<file path="src/rtl/gcr_pkg.sv">
package gcr_pkg;
  localparam int unsigned FUNC_W = 5;
  localparam int unsigned SUB_W  = 4;

  typedef enum logic [FUNC_W-1:0] {
    FN_READ   = 5'd0,
    FN_CLEAR  = 5'd9,
    FN_WR_DLY = 5'd16
  } gcr_func_e;

  typedef struct packed {
    logic accept;
    logic rd_sel;
    logic clr;
    logic wr_dly;
  } gcr_cmd_t;
endpackage

</file>
<file path="src/rtl/gcr_sync.sv">
module gcr_sync #(
  parameter int unsigned W = 2
) (
  input  logic         clk_i,
  input  logic         rst_ni,
  input  logic [W-1:0] async_i,
  output logic [W-1:0] sync_o
);
  for (genvar g = 0; g < W; g++) begin : g_bit
    logic s1_q, s2_q;
    always_ff @(posedge clk_i or negedge rst_ni) begin
      if (!rst_ni) begin
        s1_q <= 1'b0;
        s2_q <= 1'b0;
      end else begin
        s1_q <= async_i[g];
        s2_q <= s1_q;
      end
    end
    assign sync_o[g] = s2_q;
  end
endmodule

</file>
<file path="src/rtl/gcr_capture.sv">
module gcr_capture #(
  parameter int unsigned DATA_W = 16
) (
  input  logic              clk_i,
  input  logic              rst_ni,
  input  logic              en_s_i,
  input  logic              stb_s_i,
  input  logic [DATA_W-1:0] data_i,
  input  logic              clr_i,
  output logic              fire_o,
  output logic [DATA_W-1:0] data_o
);
  logic trig, trig_q;
  logic [DATA_W-1:0] data_q;

  assign trig   = en_s_i & stb_s_i;
  assign fire_o = trig & ~trig_q;

  always_ff @(posedge clk_i or negedge rst_ni) begin
    if (!rst_ni) begin
      trig_q <= 1'b0;
      data_q <= '0;
    end else begin
      trig_q <= trig;
      if (clr_i)       data_q <= '0;
      else if (fire_o) data_q <= data_i;
    end
  end

  assign data_o = data_q;
endmodule

</file>
<file path="src/rtl/gcr_ready_timer.sv">
module gcr_ready_timer #(
  parameter int unsigned DLY_W = 8
) (
  input  logic             clk_i,
  input  logic             rst_ni,
  input  logic             start_i,
  input  logic             clr_i,
  input  logic [DLY_W-1:0] dly_i,
  output logic             ready_o
);
  logic             busy_q, ready_q;
  logic [DLY_W-1:0] cnt_q;

  always_ff @(posedge clk_i or negedge rst_ni) begin
    if (!rst_ni) begin
      busy_q  <= 1'b0;
      ready_q <= 1'b0;
      cnt_q   <= '0;
    end else if (clr_i) begin
      busy_q  <= 1'b0;
      ready_q <= 1'b0;
      cnt_q   <= '0;
    end else if (start_i) begin
      busy_q  <= 1'b1;
      ready_q <= 1'b0;
      cnt_q   <= dly_i;
    end else if (busy_q) begin
      cnt_q <= cnt_q - 1'b1;
      if (cnt_q == DLY_W'(1)) begin
        busy_q  <= 1'b0;
        ready_q <= 1'b1;
      end
    end
  end

  assign ready_o = ready_q;
endmodule

</file>
<file path="src/rtl/gcr_ctrl.sv">
module gcr_ctrl
  import gcr_pkg::*;
#(
  parameter int unsigned DATA_W  = 16,
  parameter int unsigned DLY_W   = 8,
  parameter int unsigned DLY_DEF = 6,
  parameter int unsigned DLY_MIN = 3,
  parameter int unsigned DLY_MAX = 9
) (
  input  logic              clk_i,
  input  logic              rst_ni,
  input  logic              cmd_valid_i,
  input  logic [FUNC_W-1:0] func_i,
  input  logic [SUB_W-1:0]  sub_i,
  input  logic [DATA_W-1:0] wdata_i,
  input  logic              init_i,
  output gcr_cmd_t          cmd_o,
  output logic [DLY_W-1:0]  dly_o
);
  logic             sub_zero;
  logic [DLY_W-1:0] dly_q, dly_clamped;

  assign sub_zero = (sub_i == '0);

  always_comb begin
    cmd_o        = '0;
    cmd_o.rd_sel = cmd_valid_i && func_i == FN_READ && sub_zero;
    cmd_o.clr    = cmd_valid_i && func_i == FN_CLEAR;
    cmd_o.wr_dly = cmd_valid_i && func_i == FN_WR_DLY && sub_zero;
    cmd_o.accept = cmd_o.rd_sel | cmd_o.clr | cmd_o.wr_dly;
  end

  always_comb begin
    if (wdata_i < DATA_W'(DLY_MIN))      dly_clamped = DLY_W'(DLY_MIN);
    else if (wdata_i > DATA_W'(DLY_MAX)) dly_clamped = DLY_W'(DLY_MAX);
    else                                 dly_clamped = wdata_i[DLY_W-1:0];
  end

  always_ff @(posedge clk_i or negedge rst_ni) begin
    if (!rst_ni)           dly_q <= DLY_W'(DLY_DEF);
    else if (init_i)       dly_q <= DLY_W'(DLY_DEF);
    else if (cmd_o.wr_dly) dly_q <= dly_clamped;
  end

  assign dly_o = dly_q;
endmodule

</file>
<file path="src/rtl/gated_capture_reg.sv">
module gated_capture_reg
  import gcr_pkg::*;
#(
  parameter int unsigned DATA_W  = 16,
  parameter int unsigned DLY_W   = 8,
  parameter int unsigned DLY_DEF = 6,
  parameter int unsigned DLY_MIN = 3,
  parameter int unsigned DLY_MAX = 9
) (
  input  logic              clk_i,
  input  logic              rst_ni,
  input  logic [DATA_W-1:0] data_i,
  input  logic              enable_i,
  input  logic              strobe_i,
  output logic [DATA_W-1:0] data_a_o,
  output logic [DATA_W-1:0] data_b_o,
  output logic              ready_a_o,
  output logic              ready_b_o,
  input  logic              cmd_valid_i,
  input  logic [FUNC_W-1:0] func_i,
  input  logic [SUB_W-1:0]  sub_i,
  input  logic [DATA_W-1:0] wdata_i,
  output logic [DATA_W-1:0] rdata_o,
  output logic              accept_o,
  input  logic              init_i,
  input  logic              clr_i
);
  logic [1:0]        sync_q;
  logic              fire, clr_req, ready;
  logic [DATA_W-1:0] data_q;
  logic [DLY_W-1:0]  dly;
  gcr_cmd_t          cmd;

  gcr_sync #(.W(2)) u_sync (
    .clk_i, .rst_ni,
    .async_i({enable_i, strobe_i}),
    .sync_o (sync_q)
  );

  gcr_ctrl #(
    .DATA_W(DATA_W), .DLY_W(DLY_W), .DLY_DEF(DLY_DEF),
    .DLY_MIN(DLY_MIN), .DLY_MAX(DLY_MAX)
  ) u_ctrl (
    .clk_i, .rst_ni, .cmd_valid_i, .func_i, .sub_i, .wdata_i, .init_i,
    .cmd_o(cmd), .dly_o(dly)
  );

  assign clr_req = cmd.clr | init_i | clr_i;

  gcr_capture #(.DATA_W(DATA_W)) u_cap (
    .clk_i, .rst_ni,
    .en_s_i (sync_q[1]),
    .stb_s_i(sync_q[0]),
    .data_i,
    .clr_i  (clr_req),
    .fire_o (fire),
    .data_o (data_q)
  );

  gcr_ready_timer #(.DLY_W(DLY_W)) u_timer (
    .clk_i, .rst_ni,
    .start_i(fire),
    .clr_i  (clr_req),
    .dly_i  (dly),
    .ready_o(ready)
  );

  assign data_a_o  = data_q;
  assign data_b_o  = data_q;
  assign ready_a_o = ready;
  assign ready_b_o = ready;
  assign rdata_o   = cmd.rd_sel ? data_q : '0;
  assign accept_o  = cmd.accept;
endmodule

</file>
<file path="config.mk">
export PLATFORM = sky130hd
export DESIGN_NAME = gated_capture_reg
export DESIGN_NICKNAME = d
export VERILOG_FILES = /design/src/rtl/gcr_pkg.sv /design/src/rtl/gcr_sync.sv /design/src/rtl/gcr_capture.sv /design/src/rtl/gcr_ready_timer.sv /design/src/rtl/gcr_ctrl.sv /design/src/rtl/gated_capture_reg.sv
export SDC_FILE = /design/constraint.sdc
export NUM_CORES = 1
export LEC_CHECK = 0
export BUFFER_PORTS_ARGS = -buffer_cell sky130_fd_sc_hd__clkbuf_2
export CAP_MARGIN = 40
export CORE_MARGIN = 2
export CORE_UTILIZATION = 42
export DETAILED_ROUTE_END_ITERATION = 12
export GPL_ROUTABILITY_DRIVEN = 0
export PLACE_DENSITY = 0.82
export REMOVE_ABC_BUFFERS = 1
export SYNTH_ARGS = -nofsm -noshare
export SYNTH_HDL_FRONTEND = slang
export SYNTH_SLANG_ARGS = --single-unit
</file>
<file path="constraint.sdc">
create_clock -name clk_i -period 4.5 [get_ports clk_i]
set_input_delay 0.9 -clock clk_i [delete_from_list [all_inputs] [get_ports clk_i]]
set_output_delay 0.9 -clock clk_i [all_outputs]
set_load 0.005 [all_outputs]
</file>
# == Yosys cells after proc, flatten, opt, wreduce, memory -nomap -nowiden ==
# Cells that the tools add are included.
# word_totals
register_bits,39
inputBits,48
out_inout_bits,51
elab_cells,53
# classes
n_addsub,1
magnitude_cmp,2
n_eq_ne,3
muxes,18
n_bitwise,7
n_reduce_logical,12
# op_table
op,count
two-way mux 8 bit,7
two-way mux 16 bit,3
"> comparator 16 x 4 -> 1 bit, second input constant",1
"less-than comparator 16 x 2 -> 1 bit, second input constant",1
"== test 8 x 1 -> 1 bit, second input constant",1
two-way mux 1 bit,8
"subtractor 8 x 1 -> 8 bit, second input constant",1
nonzero test 3 bit,2
"== test 5 x 4 -> 1 bit, second input constant",1
"== test 5 bit, second input constant",1
logical AND 1 bit,5
logical NOT 5 bit,1
logical NOT 4 bit,1
bitwise OR 1 bit,4
nonzero test 2 bit,2
AND 1 bit,2
AND reduction 2 bit,1
NOT 1 bit,1

# == Depth between registers and ports, before layout ==
# logic_depth
depth_word,6
depth_mapped,5
depth_no_buf,5

# == By module ==
# Synthesis repeated with hierarchy kept, for this count alone.
# unflattened
hier_cells,221
area_unflattened_um2,2263.4
# modules_own_cells
module,n_inst,cells_each,area_each_um2,seq_area_each_um2
gcr_capture,1,72,844.6,425.4
gcr_ready_timer,1,67,609.3,250.2
gcr_ctrl,1,41,432.9,202.7
gated_capture_reg,1,35,261.5,0.0
gcr_sync,1,6,115.1,100.1

# == Worst setup path after synthesis ==
# OpenSTA, ideal clock, no wires.
# synth_path
kind,input -> output
from,input port sub_i[1]
to,output port rdata_o[10]
arrival_time_ns,1.927
t_required_ns,3.600
setup_slack_ns,1.673
cell_stages,4
n_path_buf,1
cell_sequence,nor4_4 and4b_1 clkbuf_1 and2_1
# synth_via
elab_chain_len,3
# synth_rtl
element,line_no,rtl
"start, declared",gated_capture_reg.sv:21,"input logic [SUB_W-1:0] sub_i,"
logical NOT 4 bit,gcr_ctrl.sv:23,assign sub_zero = (sub_i == '0);
logical AND 1 bit,gcr_ctrl.sv:27,cmd_o.rd_sel = cmd_valid_i && func_i == FN_READ && sub_zero;
two-way mux 16 bit,gated_capture_reg.sv:72,assign rdata_o = cmd.rd_sel ? data_q : '0;
"end, declared",gated_capture_reg.sv:23,"output logic [DATA_W-1:0] rdata_o,"
# Every way passes these cells.

# == Worst setup path in the final report ==
# layout_path
from,input port sub_i[1]
to,output port rdata_o[8]
# Same word-level chain as after synthesis.

==> impl_metrics.json <==
{
  "whs_ns": 0.3496,
  "cts_tree": "done",
  "grt_overflow": 0,
  "syn_inst": 215,
  "avgSynthCellArea_um2": 9.538,
  "grt_pass1_vias": 1621,
  "vias": 1828,
  "synth.ff_latch_count": 39,
  "cp_top_family": "simple AND/OR/NAND/NOR gates",
  "hold_depth": 0,
  "postCtsSetupBuffers": 0,
  "cts_root_buf": "clkbuf_8",
  "holdPathEnd": "u_sync.g_bit[1].s2_q",
  "leakage_nw": 1.271,
  "grt_util_all_layers_pct": 17.32,
  "hold_viol_final": 0,
  "fin_crit_sh_pct": 70.30,
  "synth_top_area_share_pct": 45.15,
  "cts_buffers": 5,
  "clk_latency_ns": 0.29,
  "clk_pin_slew_ns": 0.07,
  "end_kind": "primary output",
  "final_nets": 345,
  "wl_per_cell_um": 12.51,
  "fillCellCount": 425,
  "clock.fmax_mhz": 316.1,
  "cp.required_ns": 3.60,
  "path_cells": "clkbuf_2 > nor4_4 > and4b_1 > and2_1 > clkbuf_2",
  "crit_path_max_fanout": 16,
  "tightest_slew_ns": 0.7129,
  "rrSetupSlack_ns": 2.77,
  "io_buffers": 98,
  "grt_pass1_wl_um": 7162,
  "r2r_end": "u_timer.cnt_q[4]",
  "post_drt_via_cell_ratio": 5.036,
  "drt_first_pass_iters": 4,
  "synth.distinct_cells": 41,
  "reg2reg_depth": 5,
  "holdBufCountCts": 0,
  "slowest_stage": "and4b_1",
  "synth_edf_count": 0,
  "antenna_left": 0,
  "cp.depth": 5,
  "hpwl_um": 3483,
  "ys_seq_area_share_pct": 47.71,
  "async_flop_share_pct": 100.0,
  "syn_area_um2": 2051,
  "post-route-min-period_ns": 3.163,
  "tns_ns": 0,
  "start_util_pct": 43.42,
  "hp-start": "u_sync.g_bit[1].s1_q",
  "drv_slew": 0,
  "antenna_cells": 0,
  "die_y_um": 73.88,
  "die_x_um": 73.88,
  "rsz0062_at_grt": "no",
  "setup_viol_count_final": 0,
  "rows": 25,
  "synth_warnings": 0,
  "cts-resized-gates": 0,
  "grt_max_degree": 34,
  "synth_top_cell_by_area": "dfrtp_1",
  "drc_errors": 0,
  "syn_to_final_growth_pct": 25.87,
  "routed_wl_um": 4541,
  "slew_headroom_pct": 52.33,
  "synthFlopType": "dfrtp_1",
  "path_buf_inv": 2,
  "finClkSkew_ns": 0.002260,
  "hold_path_class": "flop to flop",
  "r2r_start": "u_timer.cnt_q[0]",
  "cts_max_level": 2,
  "crit_arrival_ns": 2.26,
  "clockBufferDepth": 2,
  "drive_gt1_share_pct": 40.20,
  "ys_top_cells_by_area": "dfrtp_1 45%, buf_4 6.6%, nand2_1 6.6%, and2_1 5.2%, a21oi_1 4.9%",
  "antenna_found_initial": 0,
  "start_kind": "primary input",
  "first_iter_violations": 77,
  "drv_cap": 0,
  "path_common_cell": "clkbuf_2",
  "outcome": "finished clean",
  "core_um2": 4723,
  "numClockSinks": 39,
  "ir_drop_mv": 0.1029,
  "power_density_nw_per_um2": 258.6,
  "dieArea_um2": 5458,
  "critical-path-max-stage-delay_ns": 0.55,
  "ioPinCount": 99,
  "crit_type": "primary input to primary output"
}
-- state kept, by name (all words and copies together), names as in the netlist --
signal and count:
u_sync.g_bit.s1_q 2, u_cap.trig_q 1, u_sync.g_bit.s2_q 2, u_ctrl.dly_o 8, u_timer.busy_q 1, u_timer.cnt_q 8
u_timer.ready_o 1, u_cap.data_o 16
-- through the flow --
stage	util (%)	power [mW]	cells	worst slack (ns)	cell area, um2
2_1_floorplan	-	0.4021	187	1.773	1876
3_3_place_gp	51.87	0.4444	352	1.380	2450
3_5_place_dp	52.93	0.4516	355	1.343	2500
4_1_cts	54.65	0.6779	363	1.348	2581
5_1_grt	54.65	0.7033	363	1.232	2581
6_report	54.65	0.6675	363	1.337	2581
-- routing by layer --
metal | global-route usage [%] | wire length [um] | share of wire, % | vias up
met5 | 0 | 0 | 0 | -
met2 | 30.36 | 2204 | 49 | 91
met3 | 4.801 | 363 | 8.0 | 6
met1 | 19.91 | 1902 | 42 | 839
li1 | - | - | - | 892
met4 | 6.667 | 71 | 1.6 | 0
-- synth_stat cells, types with 2 or more instances --
| cell | n |
|---|---|
| buf_2 | 2 |
| dfrtp_1 | 37 |
| nor4b_1 | 2 |
| clkbuf_1 | 8 |
| ha_1 | 2 |
| dfstp_2 | 2 |
| a311oi_1 | 3 |
| nand2_1 | 36 |
| and4_1 | 2 |
| nor3b_1 | 5 |
| buf_4 | 18 |
| or3_1 | 2 |
| and2_1 | 17 |
| nand3b_1 | 2 |
| nand2b_1 | 2 |
| nor2_1 | 10 |
| a21oi_1 | 20 |
| a41oi_1 | 2 |
| xnor2_1 | 2 |
| o21ai_0 | 2 |
| or3b_2 | 3 |
| or4_1 | 4 |
| a31oi_1 | 3 |
| a211oi_1 | 5 |
| nor3_1 | 2 |
| nor4_1 | 2 |
| inv_1 | 5 |
| a311o_1 | 2 |
-- power by group --
group          internal (mW)  total [mW]  leakage [nW]  switching (mW)
Sequential             0.358       0.365         0.524         0.00716
Clock                  0.109       0.224        0.0422           0.115
Combinational         0.0360      0.0784         0.705          0.0423
-- how the worst max path moves through the flow --
stage	start	endpoint	slack, ns
finish	sub_i[1]	rdata_o[8]	1.34
global route	sub_i[1]	rdata_o[0]	1.23
CTS	sub_i[1]	rdata_o[4]	1.35
detailed placement	sub_i[1]	rdata_o[4]	1.34
global placement	sub_i[1]	rdata_o[1]	1.38
floorplan	sub_i[1]	rdata_o[0]	1.77
-- cell families (layout without fill, tap and decap cells) --
group	after synthesis	count (layout)	synth area share, %
flip-flops	39	39	47.71
XOR/XNOR	3	3	1.282
AO/OA/AOI/OAI	42	42	13.55
adder cells (fa/ha/maj)	2	2	1.220
buffers and inverters	33	114	9.457
AND/OR/NAND/NOR	96	96	26.79
-- placed cells by master (no fill, tap or decap), types with 2 or more instances in the layout --
| cell | count |
|---|---|
| or3b_2 | 3 |
| nor3b_1 | 5 |
| nand3b_1 | 2 |
| a31oi_1 | 3 |
| a21oi_1 | 20 |
| or3_1 | 2 |
| inv_1 | 5 |
| nor4b_1 | 2 |
| or4_1 | 4 |
| o21ai_0 | 2 |
| a211oi_1 | 5 |
| clkbuf_1 | 2 |
| and2_1 | 17 |
| a311o_1 | 2 |
| nand2_1 | 36 |
| dfstp_2 | 2 |
| a311oi_1 | 3 |
| clkbuf_8 | 5 |
| nor4_1 | 2 |
| ha_1 | 2 |
| and4_1 | 2 |
| clkbuf_2 | 98 |
| nor2_1 | 10 |
| a41oi_1 | 2 |
| nor3_1 | 2 |
| dfrtp_1 | 37 |
| xnor2_1 | 2 |
| nand2b_1 | 2 |
| buf_8 | 2 |
-- layout make-up --
type                            count  area (um2)  area share [%]
Clock buffer                        7       76.32           2.957
Timing Repair Buffer              101       540.5           20.94
Multi-Input combinational cell    143       878.3           34.03
Clock inverter                      1       5.005          0.1939
Tap cell                           67       83.83           3.248
Inverter                            5       18.77          0.7271
Sequential cell                    39       978.4           37.91
Note: power is estimated with default switching activity, not from simulation.
